### src/rtl/host_port_pkg.sv
package host_port_pkg;
  typedef enum logic [2:0] {
    HP_IDLE,
    HP_SETUP,
    HP_LOW,
    HP_CAPT,
    HP_RECOV
  } hp_state_e;
endpackage

### src/rtl/host_port_sync.sv
module host_port_sync #(
  parameter int   STAGES  = 2,
  parameter logic RST_VAL = 1'b1
) (
  input  logic clk_i,
  input  logic rst_ni,
  input  logic d_i,
  output logic q_o
);
  logic [STAGES-1:0] sr_q;

  always_ff @(posedge clk_i or negedge rst_ni) begin
    if (!rst_ni) sr_q <= {STAGES{RST_VAL}};
    else         sr_q <= {sr_q[STAGES-2:0], d_i};
  end

  assign q_o = sr_q[STAGES-1];
endmodule

### src/rtl/host_port_gate.sv
module host_port_gate #(
  parameter int CNT_W       = 8,
  parameter int TO_W        = 12,
  parameter int SYNC_STAGES = 2
) (
  input  logic [TO_W-1:0]  cnt_i,
  input  logic [CNT_W-1:0] cfg_low_i,
  input  logic [CNT_W-1:0] cfg_high_i,
  input  logic [CNT_W-1:0] cfg_wait_i,
  input  logic [TO_W-1:0]  cfg_timeout_i,
  output logic             low_done_o,
  output logic             high_done_o,
  output logic             timeout_o
);
  localparam int EW = TO_W + 2;

  logic [EW-1:0] cnt_x, low_eff, high_eff, wait_eff;

  assign cnt_x    = EW'(cnt_i);
  assign low_eff  = (cfg_low_i  == '0) ? EW'(1) : EW'(cfg_low_i);
  assign high_eff = (cfg_high_i == '0) ? EW'(1) : EW'(cfg_high_i);
  assign wait_eff = (cfg_wait_i == '0) ? EW'(1) : EW'(cfg_wait_i);

  // ready may be trusted only once wait states plus sync latency have passed
  assign low_done_o  = (cnt_x >= wait_eff + EW'(SYNC_STAGES - 1)) &&
                       (cnt_x + EW'(1) >= low_eff);
  // capture cycle counts as the first high cycle
  assign high_done_o = (cnt_x + EW'(2) >= high_eff);
  assign timeout_o   = (cnt_i >= cfg_timeout_i);
endmodule

### src/rtl/host_port_seq.sv
module host_port_seq
  import host_port_pkg::*;
#(
  parameter int AW          = 16,
  parameter int DW          = 16,
  parameter int CNT_W       = 8,
  parameter int TO_W        = 12,
  parameter int SYNC_STAGES = 2
) (
  input  logic             clk_i,
  input  logic             rst_ni,
  input  logic             req_valid_i,
  output logic             req_ready_o,
  input  logic             req_write_i,
  input  logic [AW-1:0]    req_addr_i,
  input  logic [DW-1:0]    req_wdata_i,
  input  logic [CNT_W-1:0] cfg_low_i,
  input  logic [CNT_W-1:0] cfg_high_i,
  input  logic [CNT_W-1:0] cfg_wait_i,
  input  logic [TO_W-1:0]  cfg_timeout_i,
  output logic             done_o,
  output logic             err_o,
  output logic [DW-1:0]    rdata_o,
  output logic             hp_strobe_no,
  output logic             hp_rnw_o,
  output logic [AW-1:0]    hp_addr_o,
  output logic [DW-1:0]    hp_data_o,
  output logic             hp_data_oe_o,
  input  logic [DW-1:0]    hp_data_i,
  input  logic             hp_busy_i
);
  hp_state_e       state_q;
  logic [TO_W-1:0] cnt_q;
  logic [AW-1:0]   addr_q;
  logic [DW-1:0]   wdata_q, rdata_q;
  logic            write_q, err_q;
  logic            busy_s, low_done, high_done, timeout;

  host_port_sync #(.STAGES(SYNC_STAGES), .RST_VAL(1'b1)) u_sync (
    .clk_i (clk_i),
    .rst_ni(rst_ni),
    .d_i   (hp_busy_i),
    .q_o   (busy_s)
  );

  host_port_gate #(.CNT_W(CNT_W), .TO_W(TO_W), .SYNC_STAGES(SYNC_STAGES)) u_gate (
    .cnt_i        (cnt_q),
    .cfg_low_i    (cfg_low_i),
    .cfg_high_i   (cfg_high_i),
    .cfg_wait_i   (cfg_wait_i),
    .cfg_timeout_i(cfg_timeout_i),
    .low_done_o   (low_done),
    .high_done_o  (high_done),
    .timeout_o    (timeout)
  );

  always_ff @(posedge clk_i or negedge rst_ni) begin
    if (!rst_ni) begin
      state_q <= HP_IDLE;
      cnt_q   <= '0;
      addr_q  <= '0;
      wdata_q <= '0;
      rdata_q <= '0;
      write_q <= 1'b0;
      err_q   <= 1'b0;
    end else begin
      err_q <= 1'b0;
      unique case (state_q)
        HP_IDLE: begin
          cnt_q <= '0;
          if (req_valid_i) begin
            addr_q  <= req_addr_i;
            wdata_q <= req_wdata_i;
            write_q <= req_write_i;
            state_q <= HP_SETUP;
          end
        end
        HP_SETUP: begin
          cnt_q   <= '0;
          state_q <= HP_LOW;
        end
        HP_LOW: begin
          if (low_done && !busy_s) begin
            if (!write_q) rdata_q <= hp_data_i;
            state_q <= HP_CAPT;
          end else if (timeout) begin
            err_q   <= 1'b1;
            cnt_q   <= '0;
            state_q <= HP_RECOV;
          end else if (cnt_q != '1) begin
            cnt_q <= cnt_q + 1'b1;
          end
        end
        HP_CAPT: begin
          cnt_q   <= '0;
          state_q <= HP_RECOV;
        end
        HP_RECOV: begin
          if (high_done)        state_q <= HP_IDLE;
          else if (cnt_q != '1) cnt_q   <= cnt_q + 1'b1;
        end
        default: state_q <= HP_IDLE;
      endcase
    end
  end

  assign req_ready_o  = (state_q == HP_IDLE);
  assign done_o       = (state_q == HP_CAPT);
  assign err_o        = err_q;
  assign rdata_o      = rdata_q;
  assign hp_strobe_no = (state_q != HP_LOW);
  assign hp_rnw_o     = !write_q;
  assign hp_addr_o    = addr_q;
  assign hp_data_o    = wdata_q;
  assign hp_data_oe_o = write_q && (state_q == HP_SETUP || state_q == HP_LOW);
endmodule

### config.mk
export PLATFORM = sky130hd
export DESIGN_NAME = host_port_seq
export DESIGN_NICKNAME = d
export VERILOG_FILES = /design/src/rtl/host_port_pkg.sv /design/src/rtl/host_port_sync.sv /design/src/rtl/host_port_gate.sv /design/src/rtl/host_port_seq.sv
export SDC_FILE = /design/constraint.sdc
export NUM_CORES = 1
export LEC_CHECK = 0
export BUFFER_PORTS_ARGS = -buffer_cell sky130_fd_sc_hd__buf_2
export CAP_MARGIN = 20
export CORE_MARGIN = 1
export CORE_UTILIZATION = 55
export DETAILED_ROUTE_END_ITERATION = 10
export PLACE_DENSITY = 0.87
export RECOVER_POWER = 50
export SYNTH_ARGS = -nofsm -noshare
export SYNTH_HDL_FRONTEND = slang
export SYNTH_SLANG_ARGS = --single-unit
### constraint.sdc
create_clock -name clk_i -period 8.1 [get_ports clk_i]
set_clock_uncertainty 0.05 [all_clocks]
set_input_delay 2.025 -clock clk_i [delete_from_list [all_inputs] [get_ports clk_i]]
set_output_delay 2.025 -clock clk_i [all_outputs]
set_load 0.01 [all_outputs]
[Word-level counts from Yosys, hierarchy flattened]
Index checks and enable logic that the tools add are counted.
Operators by class
  multiplexer cells: 16
  reductions and logical operators: 16
  bitwise operators: 1
  $lt $le $gt $ge: 4
  equal/unequal tests: 11
  $add $sub $neg: 4
Operator list (number)
  2-to-1 mux 12 bit: 4
  case mux 12 bit (3 select lines): 1
  >= comparator 14 bit: 2
  zero test 8 bit: 3
  2-to-1 mux 8 bit: 3
  case mux 3 bit (5 select lines): 1
  adder 14 x 1 -> 14 bit (second input constant): 1
  >= comparator 12 x 14 -> 1 bit: 1
  adder 12 x 1 -> 13 bit (second input constant): 1
  adder 12 x 2 -> 13 bit (second input constant): 1
  adder 12 x 1 -> 12 bit (second input constant): 1
  >= comparator 12 bit: 1
  2-to-1 mux 3 bit: 4
  != test 12 bit (second input constant): 1
  AND reduction 3 bit: 3
  != test 2 bit (second input constant): 4
  equality test 3 x 2 -> 1 bit (second input constant): 2
  equality test 3 x 1 -> 1 bit (second input constant): 1
  equality test 3 bit (second input constant): 1
  logical AND 1 bit: 3
  zero test 3 bit: 1
  2-to-1 mux 1 bit: 3
  != test 3 x 2 -> 1 bit (second input constant): 1
  != test 3 bit (second input constant): 1
  other kinds (6): 7
Storage, ports and cells
  register bits after elaboration: 67
  logic and storage cells: 60

[Logic depth before layout (Yosys ltp)]
  depth in word-level cells: 8
  gate-level depth with buffers: 14
  mapped depth without buffers: 11

[Cells and area by module]
From an unflattened synthesis, not the netlist that was laid out.
Unflattened totals
  cells, all modules: 388
  area total of the unflattened synthesis: 4221.5 um2
By module, submodules not included
  host_port_seq: area each 2879.0 um2, sequential area each 1626.6 um2, cells each 217, instances 1
  host_port_gate: area each 1290.0 um2, sequential area each 0.0 um2, cells each 169, instances 1
  host_port_sync: area each 52.6 um2, sequential area each 52.6 um2, cells each 2, instances 1

[Worst setup path after synthesis]
No wires, ideal clock.
  kind: input to register
  from: input cfg_wait_i[5]
  to: register rdata_q[10] (netlist: rdata_o[10])
  setup time: 0.125 ns
  stages on the path: 13
  setup slack: 3.610 ns
  arrival: 4.315 ns
  path through: nor4_1 -> a21oi_1 -> mux2_2 -> ha_1 -> nand2_1 -> o21ai_0 -> a41oi_1 -> o2111ai_1 -> nand4_1 -> nand2b_4 -> buf_6 -> buf_12 -> mux2_4
Between the ends
  longest elaborated chain between the ends: 7
RTL lines
  start, declared: RTL line host_port_seq.sv:19  | input logic [CNT_W-1:0] cfg_wait_i,
  zero test 8 bit: RTL line host_port_gate.sv:22  | assign wait_eff = (cfg_wait_i == '0) ? EW'(1) : EW'(cfg_wait_i);
  2-to-1 mux 8 bit (*): RTL line host_port_gate.sv:22
  adder 14 x 1 -> 14 bit (*): RTL line host_port_gate.sv:25  | assign low_done_o = (cnt_x >= wait_eff + EW'(SYNC_STAGES - 1)) &&
  >= comparator 12 x 14 -> 1 bit (*): RTL line host_port_gate.sv:25
  logical AND 1 bit (*): RTL line host_port_gate.sv:25
  logical AND 1 bit (*): RTL line host_port_seq.sv:83  | if (low_done && !busy_s) begin
  AND reduction 3 bit (no source line) (*)
  end signal, assigned: RTL line host_port_seq.sv:84  | if (!write_q) rdata_q <= hp_data_i;
  end, declared: RTL line host_port_seq.sv:35  | logic [DW-1:0] wdata_q, rdata_q;
Mark *: on every way between the ends. The rest lies on a longest branch, timed or not.
A chain may end at the register's enable or synchronous reset.

[Final worst setup path]
  from: input cfg_wait_i[5]
  to: register cnt_q[1]
Between the ends
  longest elaborated chain between the ends: 8
RTL lines
  zero test 8 bit: RTL line host_port_gate.sv:22
  2-to-1 mux 8 bit (*): RTL line host_port_gate.sv:22
  adder 14 x 1 -> 14 bit (*): RTL line host_port_gate.sv:25
  >= comparator 12 x 14 -> 1 bit (*): RTL line host_port_gate.sv:25
  logical AND 1 bit (*): RTL line host_port_gate.sv:25
  logical AND 1 bit (*): RTL line host_port_seq.sv:83
  != test 2 bit (no source line) (*)
  AND reduction 3 bit (no source line) (*)
  end signal, assigned: RTL line host_port_seq.sv:91  | cnt_q <= cnt_q + 1'b1;
  end signal, assigned: RTL line host_port_seq.sv:100  | else if (cnt_q != '1) cnt_q <= cnt_q + 1'b1;
  end, declared: RTL line host_port_seq.sv:33  | logic [TO_W-1:0] cnt_q;
Marks and branches as above.

==> run_results.csv <==
group,metric,value,unit
placement,gp_congestion,0.843,
route,post_drt_wl_per_cell,15.8,um
worst_setup_path,crit_required,8260,ps
route,dr.first_iter.drc_count,233,
logic_synthesis,synth_cell_type_count,54,
clocking,cts_tree,"built",
logic_synthesis,synthArstFlopShare,1.00,
pwr,pwr-share-clk,0.216,
logic_synthesis,synth_warnings,0,
pwr,vdd_ir_drop_max,242,uV
grt,grt_pass1_wl,15.5,mm
layout,fin_nets,645,
logic_synthesis,synth-main-ff-cell,"dfrtp_1",
sta,slew_violations,68,
logic_synthesis,seq_area_frac_synth,0.412,
sta,fin_crit_sh,0.600,
placement,hpwl,7.44,mm
clocking,clk_pin_slew,70,ps
floorplanning,die-area,0.00776,mm2
sta,setup_slack,3240,ps
sta,fin_setup_tns,0,ps
route,route.detailed.drc,0,
clocking,cts_sinks,67,
route,drt_first_pass_iters,5,
sta,worst_pin_slew,3350,ps
route,routed_via_density,5.64,
pwr,swShare,0.364,
clocking,insertion_delay,340,ps
logic_synthesis,synthesis.nets,505,
worst_setup_path,critical_path_peak_fanout,22,
sta,fmax,206,MHz
placement,place_ws,2950,ps
layout,num_antenna_cells,0,
layout,fillers,561,
worst_setup_path,endpoint_kind,"flop",
sta,slew_headroom,-1.23,
logic_synthesis,syn_area,0.00407,mm2
layout,design_area,0.00500,mm2
layout,drive_above_1_share,0.383,
worst_setup_path,start_kind,"primary input",
layout,area_growth,22.8,%
grt,grt_usage,0.262,
grt,antenna_found_initial,0,
floorplanning,ios,143,
clocking,cts.path.max_buffers,2,
grt,grt_max_degree,68,
route,vias,3501,
clocking,ctsHtreeMaxLevel,3,
clocking,ctsResizeCount,0,
grt,grt_pass1_vias,3541,
pwr,p_seq_frac,0.398,
floorplanning,core_area,0.00721,mm2
route,drt_wl_total,9.78,mm
pwr,powerDensity,256,mW/mm2
sta,setup_viol,0,
pwr,p_int,816,uW
grt,overflow,0,
pwr,p_leak,2.64,nW
pwr,power.switching,467,uW
status,status,"finished, violations left",
placement,place_area,0.00483,mm2
sta,finalCriticalPeriod,4860,ps
clocking,hold_buffers,0,
floorplanning,rows,31,
sta,rsz0062_at_grt,"no",
route,antenna_left,0,
clocking,cts_root_buf,"clkbuf_8",
layout,fin_util,0.694,
placement,port_buffers,142,
logic_synthesis,syn_area_per_cell,10.8,um2
job,max_cap_viol_count,1,
worst_setup_path,worstPathArrival,5020,ps
clocking,cts_setup_buffers,0,
pwr,comb_power_share,0.385,
floorplanning,fp.dieH,88.1,um
status,violations,"capacitance limit, slew limit",
logic_synthesis,ys_seq_elements,67,
sta,timing.final.hold_violations,0,
logic_synthesis,netlist_instances,377,
clocking,cts_made_buffers,9,
worst_setup_path,crit_type,"primary input to flop",
floorplanning,fp.dieW,88.1,um
floorplanning,start_util,0.565,
min_path,hold_class,"flop to flop",
pwr,finalPower,1.28,mW
logic_synthesis,synth_edf_count,0,
Yosys cell counts, drive strengths merged (4+ instances only):
cell	n	area (um2)
nor3	6	30.0
and3	6	37.5
o211ai	6	45.0
a21oi	21	105
mux2	49	589
o2111ai	4	41.3
ha	39	488
xor2	7	61.3
dfrtp	65	1630
buf	10	72.6
nor2	11	51.3
nand2b	6	45.0
o21ai	14	70.1
clkbuf	5	20.0
nand3	14	75.1
a21o	4	30.0
xnor2	10	87.6
nand2	16	60.1
nand4	7	58.8
inv	38	143
worst max-delay path: stages:
cell       delay (ps)
buf_2             130
nor4_1            290
a21oi_1           150
mux2_2            280
ha_1              270
nand2_1            60
o21ai_0            60
a41oi_1           230
o2111ai_1         240
a41oi_2           860
a21boi_0          310
o22ai_1           110
power by group through the flow:
stage / logic [mW] / registers [mW] / clock network, mW
floorplan: 0.285 / 0.534 / 0
global placement: 0.473 / 0.506 / 0
detailed placement: 0.500 / 0.513 / 0
CTS: 0.505 / 0.511 / 0.280
global route: 0.548 / 0.526 / 0.296
finish: 0.494 / 0.511 / 0.278
metrics by stage:
stage | std cells | hold WS, ps
6_report | 621 | 311
5_1_grt | 621 | 319
4_1_cts | 621 | 315
3_5_place_dp | 605 | 298
3_3_place_gp | 605 | 296
2_1_floorplan | 377 | 295
layout make-up:
cell class	count	area, um2	share of cell area
tap	99	124	0.0248
multi-input combinational	257	2160	0.432
timing repair buffer	144	697	0.139
clock inverter	6	63.8	0.0128
clock buffer	10	138	0.0275
inverter	38	143	0.0285
sequential	67	1680	0.336
layer usage:
metal / track usage / wire length, um
met3: 0.0650 / 620
met5: 0 / 0
met1: 0.293 / 3710
met2: 0.474 / 5180
met4: 0.113 / 273
cells by family (layout without fill, tap and decap cells):
family	count (synthesis)	count (layout)	synth area share
AOI/OAI and AO/OA	70	70	0.114
xor gates and xnor gates	17	17	0.0365
adders and majority gates	39	39	0.120
buffers and inverters	53	198	0.0577
DFF	67	67	0.412
muxes	50	50	0.147
and+or+nand+nor	81	81	0.113
sequential cells by signal (all words and copies together) (netlist names):
name / count
cnt_q: 12
err_o: 1
hp_addr_o: 16
hp_data_o: 16
rdata_o: 16
state_q: 3
u_sync.sr_q: 2
write_q: 1
cell usage in the layout, fill, tap and decap left out, types with 5 or more instances in the layout:
cell / netlist / layout
nor3_1: 6 / 6
dfrtp_1: 65 / 65
nand3_1: 13 / 13
buf_2: 6 / 122
mux2_4: 10 / 10
o21ai_0: 14 / 14
mux2_2: 39 / 39
ha_1: 39 / 39
nand2b_1: 5 / 5
o211ai_1: 6 / 6
nand4_1: 6 / 6
nor2_1: 9 / 9
a21oi_1: 21 / 21
nand2_1: 16 / 16
clkbuf_1: 4 / 21
inv_1: 38 / 38
xnor2_1: 10 / 10
clkbuf_8: 0 / 10
and3_1: 6 / 6
xor2_1: 7 / 7
path summary, 6_finish.rpt:
check	startpoint	end	slack, ps	depth (start not counted)
min in group asynchronous	rst_ni	hp_addr_o[4]	2850	2
max in group asynchronous	rst_ni	cnt_q[7]	3260	2
hold / removal	u_sync.sr_q[0]	u_sync.sr_q[1]	310	0
setup / recovery	cfg_wait_i[5]	cnt_q[1]	3240	12
setup reg to reg	cnt_q[2]	cnt_q[1]	4220	11
hold reg to reg	u_sync.sr_q[0]	u_sync.sr_q[1]	310	0
No activity file was read; power rests on OpenSTA's default activity.
